[src/rtl/rs_enc_pkg.sv]
package rs_enc_pkg;

   typedef enum logic {
      PH_DATA   = 1'b0,
      PH_PARITY = 1'b1
   } rs_phase_e;

   // Product of two field elements; prim includes the x^s term.
   function automatic int gf_mul(input int a, input int b, input int prim, input int s);
      int acc;
      int x;
      acc = 0;
      x   = a;
      for (int i = 0; i < s; i++) begin
         if (((b >> i) & 1) != 0) acc = acc ^ x;
         x = x << 1;
         if (((x >> s) & 1) != 0) x = x ^ prim;
      end
      return acc;
   endfunction

   // alpha^e with alpha = x.
   function automatic int gf_alpha_pow(input int e, input int prim, input int s);
      int v;
      v = 1;
      for (int i = 0; i < e; i++) v = gf_mul(v, 2, prim, s);
      return v;
   endfunction

endpackage

[src/rtl/rs_gf_cmul.sv]
module rs_gf_cmul #(
   parameter int S    = 8,
   parameter int PRIM = 'h11D,
   parameter int COEF = 1
) (
   input  logic [S-1:0] din,
   output logic [S-1:0] dout
);
   import rs_enc_pkg::*;

   generate
      if (COEF == 1) begin : g_pass
         assign dout = din;
      end else begin : g_matrix
         logic [S-1:0] col [S];
         for (genvar k = 0; k < S; k++) begin : g_col
            localparam logic [S-1:0] COLV = S'(gf_mul(COEF, 1 << k, PRIM, S));
            assign col[k] = din[k] ? COLV : '0;
         end
         always_comb begin
            dout = '0;
            for (int k = 0; k < S; k++) dout = dout ^ col[k];
         end
      end
   endgenerate

endmodule

[src/rtl/rs_par_lfsr.sv]
module rs_par_lfsr #(
   parameter int S          = 8,
   parameter int NPAR       = 16,
   parameter int PRIM       = 'h11D,
   parameter int FIRST_ROOT = 0
) (
   input  logic         clk,
   input  logic         rst_n,
   input  logic         take,
   input  logic         restart,
   input  logic         shift,
   input  logic [S-1:0] din,
   output logic [S-1:0] top
);
   import rs_enc_pkg::*;

   typedef logic [NPAR-1:0][S-1:0] coef_t;

   // Coefficients of prod (x - alpha^(FIRST_ROOT+i)), monic term dropped.
   function automatic coef_t build_gen();
      int    g [NPAR+1];
      int    root;
      coef_t res;
      for (int j = 0; j <= NPAR; j++) g[j] = 0;
      g[0] = 1;
      for (int i = 0; i < NPAR; i++) begin
         root = gf_alpha_pow(FIRST_ROOT + i, PRIM, S);
         for (int j = i + 1; j >= 1; j--) g[j] = g[j-1] ^ gf_mul(g[j], root, PRIM, S);
         g[0] = gf_mul(g[0], root, PRIM, S);
      end
      for (int j = 0; j < NPAR; j++) res[j] = S'(g[j]);
      return res;
   endfunction

   localparam coef_t GCOEF = build_gen();

   logic [S-1:0] stage [NPAR];
   logic [S-1:0] prod  [NPAR];
   logic [S-1:0] prev  [NPAR];
   logic [S-1:0] fb;
   logic         step;

   assign step = take | shift;
   assign top  = stage[NPAR-1];
   assign fb   = take ? (din ^ (restart ? '0 : stage[NPAR-1])) : '0;

   generate
      for (genvar i = 0; i < NPAR; i++) begin : g_stage
         rs_gf_cmul #(
            .S    (S),
            .PRIM (PRIM),
            .COEF (int'(GCOEF[i]))
         ) u_cmul (
            .din  (fb),
            .dout (prod[i])
         );

         if (i == 0) begin : g_first
            assign prev[i] = '0;
         end else begin : g_rest
            assign prev[i] = (take && restart) ? '0 : stage[i-1];
         end

         always_ff @(posedge clk or negedge rst_n) begin
            if (!rst_n)    stage[i] <= '0;
            else if (step) stage[i] <= prev[i] ^ prod[i];
         end
      end
   endgenerate

endmodule

[src/rtl/rs_enc_seq.sv]
module rs_enc_seq #(
   parameter int NPAR = 16
) (
   input  logic clk,
   input  logic rst_n,
   input  logic in_valid,
   input  logic in_eop,
   output logic in_ready,
   output logic take,
   output logic shift,
   output logic last_par
);
   import rs_enc_pkg::*;

   localparam int CW = (NPAR > 1) ? $clog2(NPAR) : 1;

   rs_phase_e      phase;
   logic [CW-1:0]  cnt;

   assign in_ready = (phase == PH_DATA);
   assign take     = in_valid & in_ready;
   assign shift    = (phase == PH_PARITY);
   assign last_par = shift && (cnt == CW'(NPAR - 1));

   always_ff @(posedge clk or negedge rst_n) begin
      if (!rst_n) begin
         phase <= PH_DATA;
         cnt   <= '0;
      end else if (take && in_eop) begin
         phase <= PH_PARITY;
         cnt   <= '0;
      end else if (shift) begin
         if (last_par) phase <= PH_DATA;
         cnt <= cnt + 1'b1;
      end
   end

endmodule

[src/rtl/rs_sys_encoder.sv]
module rs_sys_encoder #(
   parameter int S          = 8,
   parameter int T          = 8,
   parameter int PRIM       = 'h11D,
   parameter int FIRST_ROOT = 0
) (
   input  logic         clk,
   input  logic         rst_n,
   input  logic         in_valid,
   output logic         in_ready,
   input  logic [S-1:0] in_data,
   input  logic         in_sop,
   input  logic         in_eop,
   output logic         out_valid,
   output logic [S-1:0] out_data,
   output logic         out_sop,
   output logic         out_eop,
   output logic         out_parity
);
   localparam int NPAR = 2 * T;
   localparam int KMAX = (1 << S) - 1 - NPAR;

   generate
      if (S < 3 || S > 16) begin : g_bad_width
         $error("symbol width must lie in 3..16");
      end
      if (T < 1) begin : g_bad_t
         $error("T must be at least 1");
      end
      if ((PRIM >> S) != 1) begin : g_bad_prim
         $error("field polynomial must have degree S");
      end
      if (KMAX < 1) begin : g_bad_len
         $error("parity count leaves no room for message symbols");
      end
   endgenerate

   logic         take;
   logic         shift;
   logic         last_par;
   logic [S-1:0] par_top;

   rs_enc_seq #(
      .NPAR (NPAR)
   ) u_seq (
      .clk      (clk),
      .rst_n    (rst_n),
      .in_valid (in_valid),
      .in_eop   (in_eop),
      .in_ready (in_ready),
      .take     (take),
      .shift    (shift),
      .last_par (last_par)
   );

   rs_par_lfsr #(
      .S          (S),
      .NPAR       (NPAR),
      .PRIM       (PRIM),
      .FIRST_ROOT (FIRST_ROOT)
   ) u_lfsr (
      .clk     (clk),
      .rst_n   (rst_n),
      .take    (take),
      .restart (in_sop),
      .shift   (shift),
      .din     (in_data),
      .top     (par_top)
   );

   always_ff @(posedge clk or negedge rst_n) begin
      if (!rst_n) begin
         out_valid  <= 1'b0;
         out_data   <= '0;
         out_sop    <= 1'b0;
         out_eop    <= 1'b0;
         out_parity <= 1'b0;
      end else begin
         out_valid  <= take | shift;
         out_sop    <= take & in_sop;
         out_eop    <= last_par;
         out_parity <= shift;
         if (take)       out_data <= in_data;
         else if (shift) out_data <= par_top;
      end
   end

endmodule

[config.mk]
export PLATFORM = sky130hd
export DESIGN_NAME = rs_sys_encoder
export DESIGN_NICKNAME = d
export VERILOG_FILES = /design/src/rtl/rs_enc_pkg.sv /design/src/rtl/rs_gf_cmul.sv /design/src/rtl/rs_par_lfsr.sv /design/src/rtl/rs_enc_seq.sv /design/src/rtl/rs_sys_encoder.sv
export SDC_FILE = /design/constraint.sdc
export NUM_CORES = 1
export LEC_CHECK = 0
export BUFFER_PORTS_ARGS = -buffer_cell sky130_fd_sc_hd__buf_2
export CAP_MARGIN = 20
export CORE_ASPECT_RATIO = 1.75
export CORE_MARGIN = 4
export CORE_UTILIZATION = 50
export CTS_BUF_LIST = sky130_fd_sc_hd__clkbuf_4 sky130_fd_sc_hd__clkbuf_8
export DETAILED_ROUTE_END_ITERATION = 12
export PLACE_DENSITY = 0.68
export SYNTH_ARGS = -nofsm -noshare
export SYNTH_HDL_FRONTEND = slang
export SYNTH_SLANG_ARGS = --single-unit
[constraint.sdc]
create_clock -name clk -period 2.3 [get_ports clk]
set_clock_uncertainty 0.15 [all_clocks]
set_input_delay 0.23 -clock clk [delete_from_list [all_inputs] [get_ports clk]]
set_output_delay 0.23 -clock clk [all_outputs]
set_load 0.02 [all_outputs]
-- Word-level counts from Yosys, hierarchy flattened
Cells that the tools add are included.
- equality and inequality tests: 1
- reductions and logical operators: 5
- add/sub/neg operators: 1
- muxes and demuxes: 144
- bitwise logic cells: 125
- operators with widths (operator ; count):
    $mux 8 ; 76
    $xor 8x8->8 ; 69
    $mux 7 ; 30
    $xor 8x7->8 ; 26
    $xor 8x6->8 ; 14
    $mux 6 ; 18
    $xor 8x5->8 ; 8
    $mux 5 ; 9
    $mux 4 ; 6
    $xor 8x3->8 ; 2
    $xor 8x4->8 ; 2
    $mux 3 ; 2
    $add 4x1->4 const B ; 1
    $eq 4x4->1 const B ; 1
    $reduce_bool 2->1 ; 2
    $logic_and 1x1->1 ; 3
    $mux 1 ; 3
    $and 1x1->1 ; 2
    $not 1->1 ; 1
    $or 1x1->1 ; 1
- input bits: 13
- output and inout bits: 13
- word-level logic and storage cells: 299
- register bits after elaboration: 145

-- Logic depth before layout (Yosys ltp)
- word-level depth: 12
- mapped depth: 9
- mapped depth without buffers: 7

-- By module
From an unflattened synthesis, not the netlist that was laid out.
- cells, all modules: 1434
- area total of the unflattened synthesis: 13932.1 µm²
- by module, submodules not included (module ; instances ; seq. area each (µm²) ; cells each ; area each (µm²)):
    rs_par_lfsr ; 1 ; 3203.1 ; 1130 ; 10388.7
    rs_sys_encoder ; 1 ; 300.3 ; 40 ; 481.7
    rs_gf_cmul at u_lfsr.g_stage[0].u_cmul ... ; 2 ; 0.0 ; 13 ; 197.7
    rs_enc_seq ; 1 ; 125.1 ; 26 ; 241.5
    rs_gf_cmul at u_lfsr.g_stage[7].u_cmul ; 1 ; 0.0 ; 14 ; 221.5
    rs_gf_cmul at u_lfsr.g_stage[9].u_cmul ; 1 ; 0.0 ; 16 ; 217.7
    rs_gf_cmul at u_lfsr.g_stage[10].u_cmul ; 1 ; 0.0 ; 16 ; 216.5
    rs_gf_cmul at u_lfsr.g_stage[12].u_cmul ; 1 ; 0.0 ; 17 ; 216.5
    rs_gf_cmul at u_lfsr.g_stage[3].u_cmul ; 1 ; 0.0 ; 17 ; 182.7
    rs_gf_cmul at u_lfsr.g_stage[13].u_cmul ; 1 ; 0.0 ; 19 ; 181.4
    rs_gf_cmul at u_lfsr.g_stage[1].u_cmul ; 1 ; 0.0 ; 14 ; 181.4
    rs_gf_cmul at u_lfsr.g_stage[4].u_cmul ; 1 ; 0.0 ; 18 ; 181.4
    rs_gf_cmul at u_lfsr.g_stage[14].u_cmul ; 1 ; 0.0 ; 16 ; 175.2
    rs_gf_cmul at u_lfsr.g_stage[5].u_cmul ; 1 ; 0.0 ; 15 ; 146.4
    +4 rows ; n/a ; n/a ; n/a ; n/a

-- Least setup slack after synthesis
No wires, ideal clock.
- path type: reg2reg
- start: register u_seq.phase, in the netlist u_seq.shift
- end: register u_lfsr.stage[60] (netlist name)
- setup time: 137 ps
- period minus slack after synthesis: 2415 ps
- data arrival time: 2128 ps
- cell stages (with the launch flop): 9
- buffers on the path: 2
- required time: 2013 ps
- setup slack: -115 ps
- path through: dfrtp_1 nand2b_1 buf_6 nor2_4 buf_6 xnor3_2 xor2_2 xnor2_1 a21oi_1
- word-level cells in the longest chain between the ends: 12
- elaborated cells between the ends (all ways): 18
- classes of those cells: 6 x mux; 11 x bitwise; 1 x reduce/logical
- RTL lines (what ; RTL line ; source):
    start, declared ; rs_enc_seq.sv:17 ; rs_phase_e phase;
    start signal, assigned ; rs_enc_seq.sv:27 ; phase <= PH_DATA;
    start signal, assigned ; rs_enc_seq.sv:30 ; phase <= PH_PARITY;
    start signal, assigned ; rs_enc_seq.sv:33 ; if (last_par) phase <= PH_DATA;
    $not 1->1 ; rs_enc_seq.sv:20 ; assign in_ready = (phase == PH_DATA);
    $and 1x1->1 ; rs_enc_seq.sv:21 ; assign take = in_valid & in_ready;
    $mux 8 ; rs_par_lfsr.sv:45 ; assign fb = take ? (din ^ (restart ? '0 : stage[NPAR-1])) : '0;
    $mux 5 ; rs_gf_cmul.sv:18 ; assign col[k] = din[k] ? COLV : '0;
    $xor 8x5->8 ; rs_gf_cmul.sv:22 ; for (int k = 0; k < S; k++) dout = dout ^ col[k];
    $xor 8x6->8 ; rs_gf_cmul.sv:22 ;
    $xor 8x7->8 ; rs_gf_cmul.sv:22 ;
    $xor 8x8->8 ; rs_gf_cmul.sv:22 ;
    $xor 8x5->8 ; rs_gf_cmul.sv:22 ;
    $xor 8x6->8 ; rs_gf_cmul.sv:22 ;
    $xor 8x7->8 ; rs_gf_cmul.sv:22 ;
    $xor 8x8->8 ; rs_par_lfsr.sv:66 ; else if (step) stage[i] <= prev[i] ^ prod[i];
    end signal, assigned by index ; rs_par_lfsr.sv:66 ;
    end, declared ; rs_par_lfsr.sv:37 ; logic [S-1:0] stage [NPAR];
Several ways; a longest one is shown, not always the timed one.
A chain may end at the register's enable or synchronous reset.

-- Worst setup path after layout
- start: register u_lfsr.stage, in the netlist u_lfsr.top[4]
- end: register u_lfsr.stage[89] (netlist name)
- word-level cells in the longest chain between the ends: 9
- RTL lines (what ; RTL line):
    $mux 8 ; rs_par_lfsr.sv:45
    $xor 8x8->8 ; rs_par_lfsr.sv:45
    $mux 8 ; rs_par_lfsr.sv:45
    $mux 8 ; rs_gf_cmul.sv:18
    $xor 8x8->8 (4 in series) ; rs_gf_cmul.sv:22
    $xor 8x8->8 ; rs_par_lfsr.sv:66
No other way between the ends.

==> results.ini <==
[outcome]
outcome = finished, violations left
violations = negative setup slack

[die]
die_h_um = 186
pin_count = 26
num_rows = 65
coreArea_mm2 = 0.0180
fp.dieW_um = 110
dieArea_mm2 = 0.0205
start_util_pct = 50.5

[sta]
whs_ps = 39.9
rsz0062_at_grt = true
worst_pin_slew_ps = 525
fin_ws_ps = -12.7
slew_viol_final = 0
relSlewSlack_pct = 65.0
fin_crit_sh_pct = 101
max_freq_ghz = 0.432
fin_crit_ps = 2310
setup_viol = 1
finalHoldViolCount = 0

[detailed_routing]
vias_per_cell = 5.27
met3_length_um = 871
drtIter0Drc = 443
highest_layer = met4
drc = 0
vias = 7174
wl_um = 24400
drtPass1Iterations = 7
postRouteAntennaNets = 0
wl_per_cell_um = 17.9
met1Wirelength_um = 9020
dr_wl_met2_um = 13300

[synthesis]
yosys_warnings = 0
synth-main-ff-cell = dfrtp_1
ys_ff_latch = 145
syn_avg_cell_area_um2 = 9.47
seq_area_frac_synth_pct = 40.0
syn-num-nets = 973
netlist_area_mm2 = 0.00908
async_flop_share_pct = 100
netlist_instances = 959
synthDistinctLibCells = 58
synth_edf_count = 0

[global_routing]
gr-total-overflow = 0
antenna_found_initial = 0
grt.total_usage_pct = 24.9
grt_pass1_wl_um = 38000
grt_pass1_vias = 7312
grt_start_max_net_pins = 82

[hold_path]
worst_hold_path_type = in2reg

[place]
pre_cts_ws_ps = -168
place.gp.congestion = 0.873
placed_area_mm2 = 0.0106
io_buffers = 25
dp_hpwl_um = 17400

[clock_network]
cts_sinks = 145
clk_pin_slew_ps = 90
cts-root-buf = clkbuf_8
cts_max_path_buffers = 2
cts_htree_levels = 4
cts_tree = yes
numCtsBuffers = 17
clk_latency_ps = 480

[final_layout]
final_nets = 1129
area_growth_pct = 28.3
design_area_mm2 = 0.0117
n_antenna_cell = 0
drive_gt1_share_pct = 28.3

[job]
drv_cap = 0

[pwr]
peakVddDrop_v = 0.000571
p_leak_nw = 5.29
power_density_mw_per_mm2 = 1440

[setup_path]
cp_common_cell = buf_12
cp_slowest_stage_delay_ps = 600
cp_max_fo = 5
required_ps = 2500
arrival_ps = 2510
worst_setup_path_start_kind = flip-flop
crit_path_top_delay_cell = xor3_2
crit_type = reg2reg
worstSetupEndpointType = flip-flop
cp_cell_sequence = nor2b_4 > xnor2_2 > nor2_4 > buf_12 > buf_12 > xnor2_4 > xor3_2 > o22ai_2 > a31oi_1

## registers in the layout, summed over array words and instances (netlist names)
register,cells
out_data,8
out_eop,1
out_parity,1
out_sop,1
out_valid,1
u_lfsr.stage,120
u_lfsr.top,8
u_seq.cnt,4
u_seq.shift,1
## critical path: cells and delay by family (launching register included)
kind / cells / cell delay, ps
xor gates and xnor gates: 3 / 980
DFF: 1 / 390
buffers and inverters: 2 / 260
and+or+nand+nor: 2 / 200
AOI/OAI and AO/OA: 2 / 200
## area by class of cell
cell class                 instances  area [µm²]
clock buffer                      18         241
clock inverter                    13         161
fill                            1379        6320
inverter                           7        28.8
multi-input combinational        740        5470
sequential                       145        3630
tap                              234         293
timing repair buffer             204        1840
## report_power, final
part	switching (W)	internal [W]	total, W
clock network	0.00105	0.00108	0.00212
registers	0.000772	0.00388	0.00465
logic	0.00502	0.00498	0.0100
## logic make-up (layout without fill, tap and decap cells)
kind of cell / count (synthesis) / count (layout) / synth area share (%)
xor gates and xnor gates: 231 / 231 / 28.4
muxes: 15 / 15 / 1.65
DFF: 145 / 145 / 40.0
and+or+nand+nor: 307 / 307 / 14.3
adders and majority gates: 1 / 1 / 0.138
AOI/OAI and AO/OA: 186 / 186 / 11.5
buffers and inverters: 74 / 242 / 4.04
## cells in the mapped netlist, drive strengths merged (4+ instances only)
master | number | area (µm²)
nand2 | 181 | 679
xnor2 | 167 | 1830
dfrtp | 145 | 3630
nor2 | 96 | 417
a21oi | 82 | 410
o21ai | 60 | 300
xor2 | 52 | 470
clkbuf | 46 | 174
buf | 21 | 166
mux2i | 15 | 150
xnor3 | 11 | 251
a31oi | 10 | 62.6
inv | 7 | 26.3
nand3 | 7 | 35.0
nor2b | 6 | 52.6
o32ai | 6 | 52.6
o22ai | 5 | 31.3
a21o | 4 | 30.0
## routing by layer
layer	up-vias	GRT usage [%]
met1	3504	27.6
met2	171	45.0
met5	-	0
li1	3434	-
met3	65	3.97
met4	0	13.1
## cell usage in the layout, fill, tap and decap left out, types with 3 or more instances in the layout
master | synthesis | routed
nand2_1 | 181 | 180
dfrtp_1 | 145 | 145
buf_4 | 5 | 139
xnor2_1 | 136 | 114
nor2_1 | 89 | 88
a21oi_1 | 82 | 81
o21ai_0 | 52 | 48
xor2_1 | 50 | 44
xnor2_2 | 19 | 33
buf_12 | 1 | 25
buf_2 | 6 | 24
xnor2_4 | 12 | 20
clkbuf_8 | 0 | 17
mux2i_1 | 15 | 15
o21ai_1 | 8 | 12
a31oi_1 | 10 | 10
buf_6 | 6 | 9
xnor3_2 | 3 | 8
nor2_4 | 5 | 7
xor2_2 | 2 | 7
nand3_1 | 7 | 7
dlygate4sd3_1 | 0 | 7
inv_1 | 6 | 6
o32ai_1 | 6 | 6
a21o_1 | 4 | 4
clkinvlp_4 | 0 | 4
nor2b_4 | 2 | 3
nor2b_1 | 4 | 3
xnor3_1 | 8 | 3
and3_1 | 3 | 3
o22ai_1 | 5 | 3
clkinv_2 | 0 | 3
bufinv_16 | 0 | 3
## path summary, 6_finish.rpt
| kind | from | endpoint | slack [ps] | depth (start not counted) |
|---|---|---|---|---|
| worst max register to register | u_lfsr.top[4] | u_lfsr.stage[89] | -10 | 9 |
| max in group asynchronous | rst_n | u_lfsr.stage[101] | 1190 | 3 |
| worst min-delay path | in_data[6] | out_data[6] | 40 | 3 |
| worst min register to register | u_lfsr.stage[121] | u_lfsr.stage[121] | 340 | 2 |
| min in group asynchronous | rst_n | out_data[7] | 140 | 2 |
| worst max-delay path | u_lfsr.top[4] | u_lfsr.stage[89] | -10 | 9 |
## repair_timing
item | in CTS | in global routing
pin swaps | 11 | 25
endpoints found under the hold margin | 71 | 0
setup buffers | 9 | 10
hold buffers | 7 | 0
endpoints found under the setup margin | 37 | 94
resized for setup | 19 | 43
## metrics by stage
stage                     setup TNS [ps]  std cells  util (%)  power (W)
after floorplan                    -98.3        959         -     0.0108
after global placement             -1880       1304      59.0     0.0137
after CTS                          -59.9       1351      63.0     0.0163
after detailed placement           -3740       1304      59.0     0.0139
final                              -12.7       1361      64.9     0.0168
after global routing               -1120       1361      64.9     0.0180
Note: power is estimated with default switching activity, not from simulation.
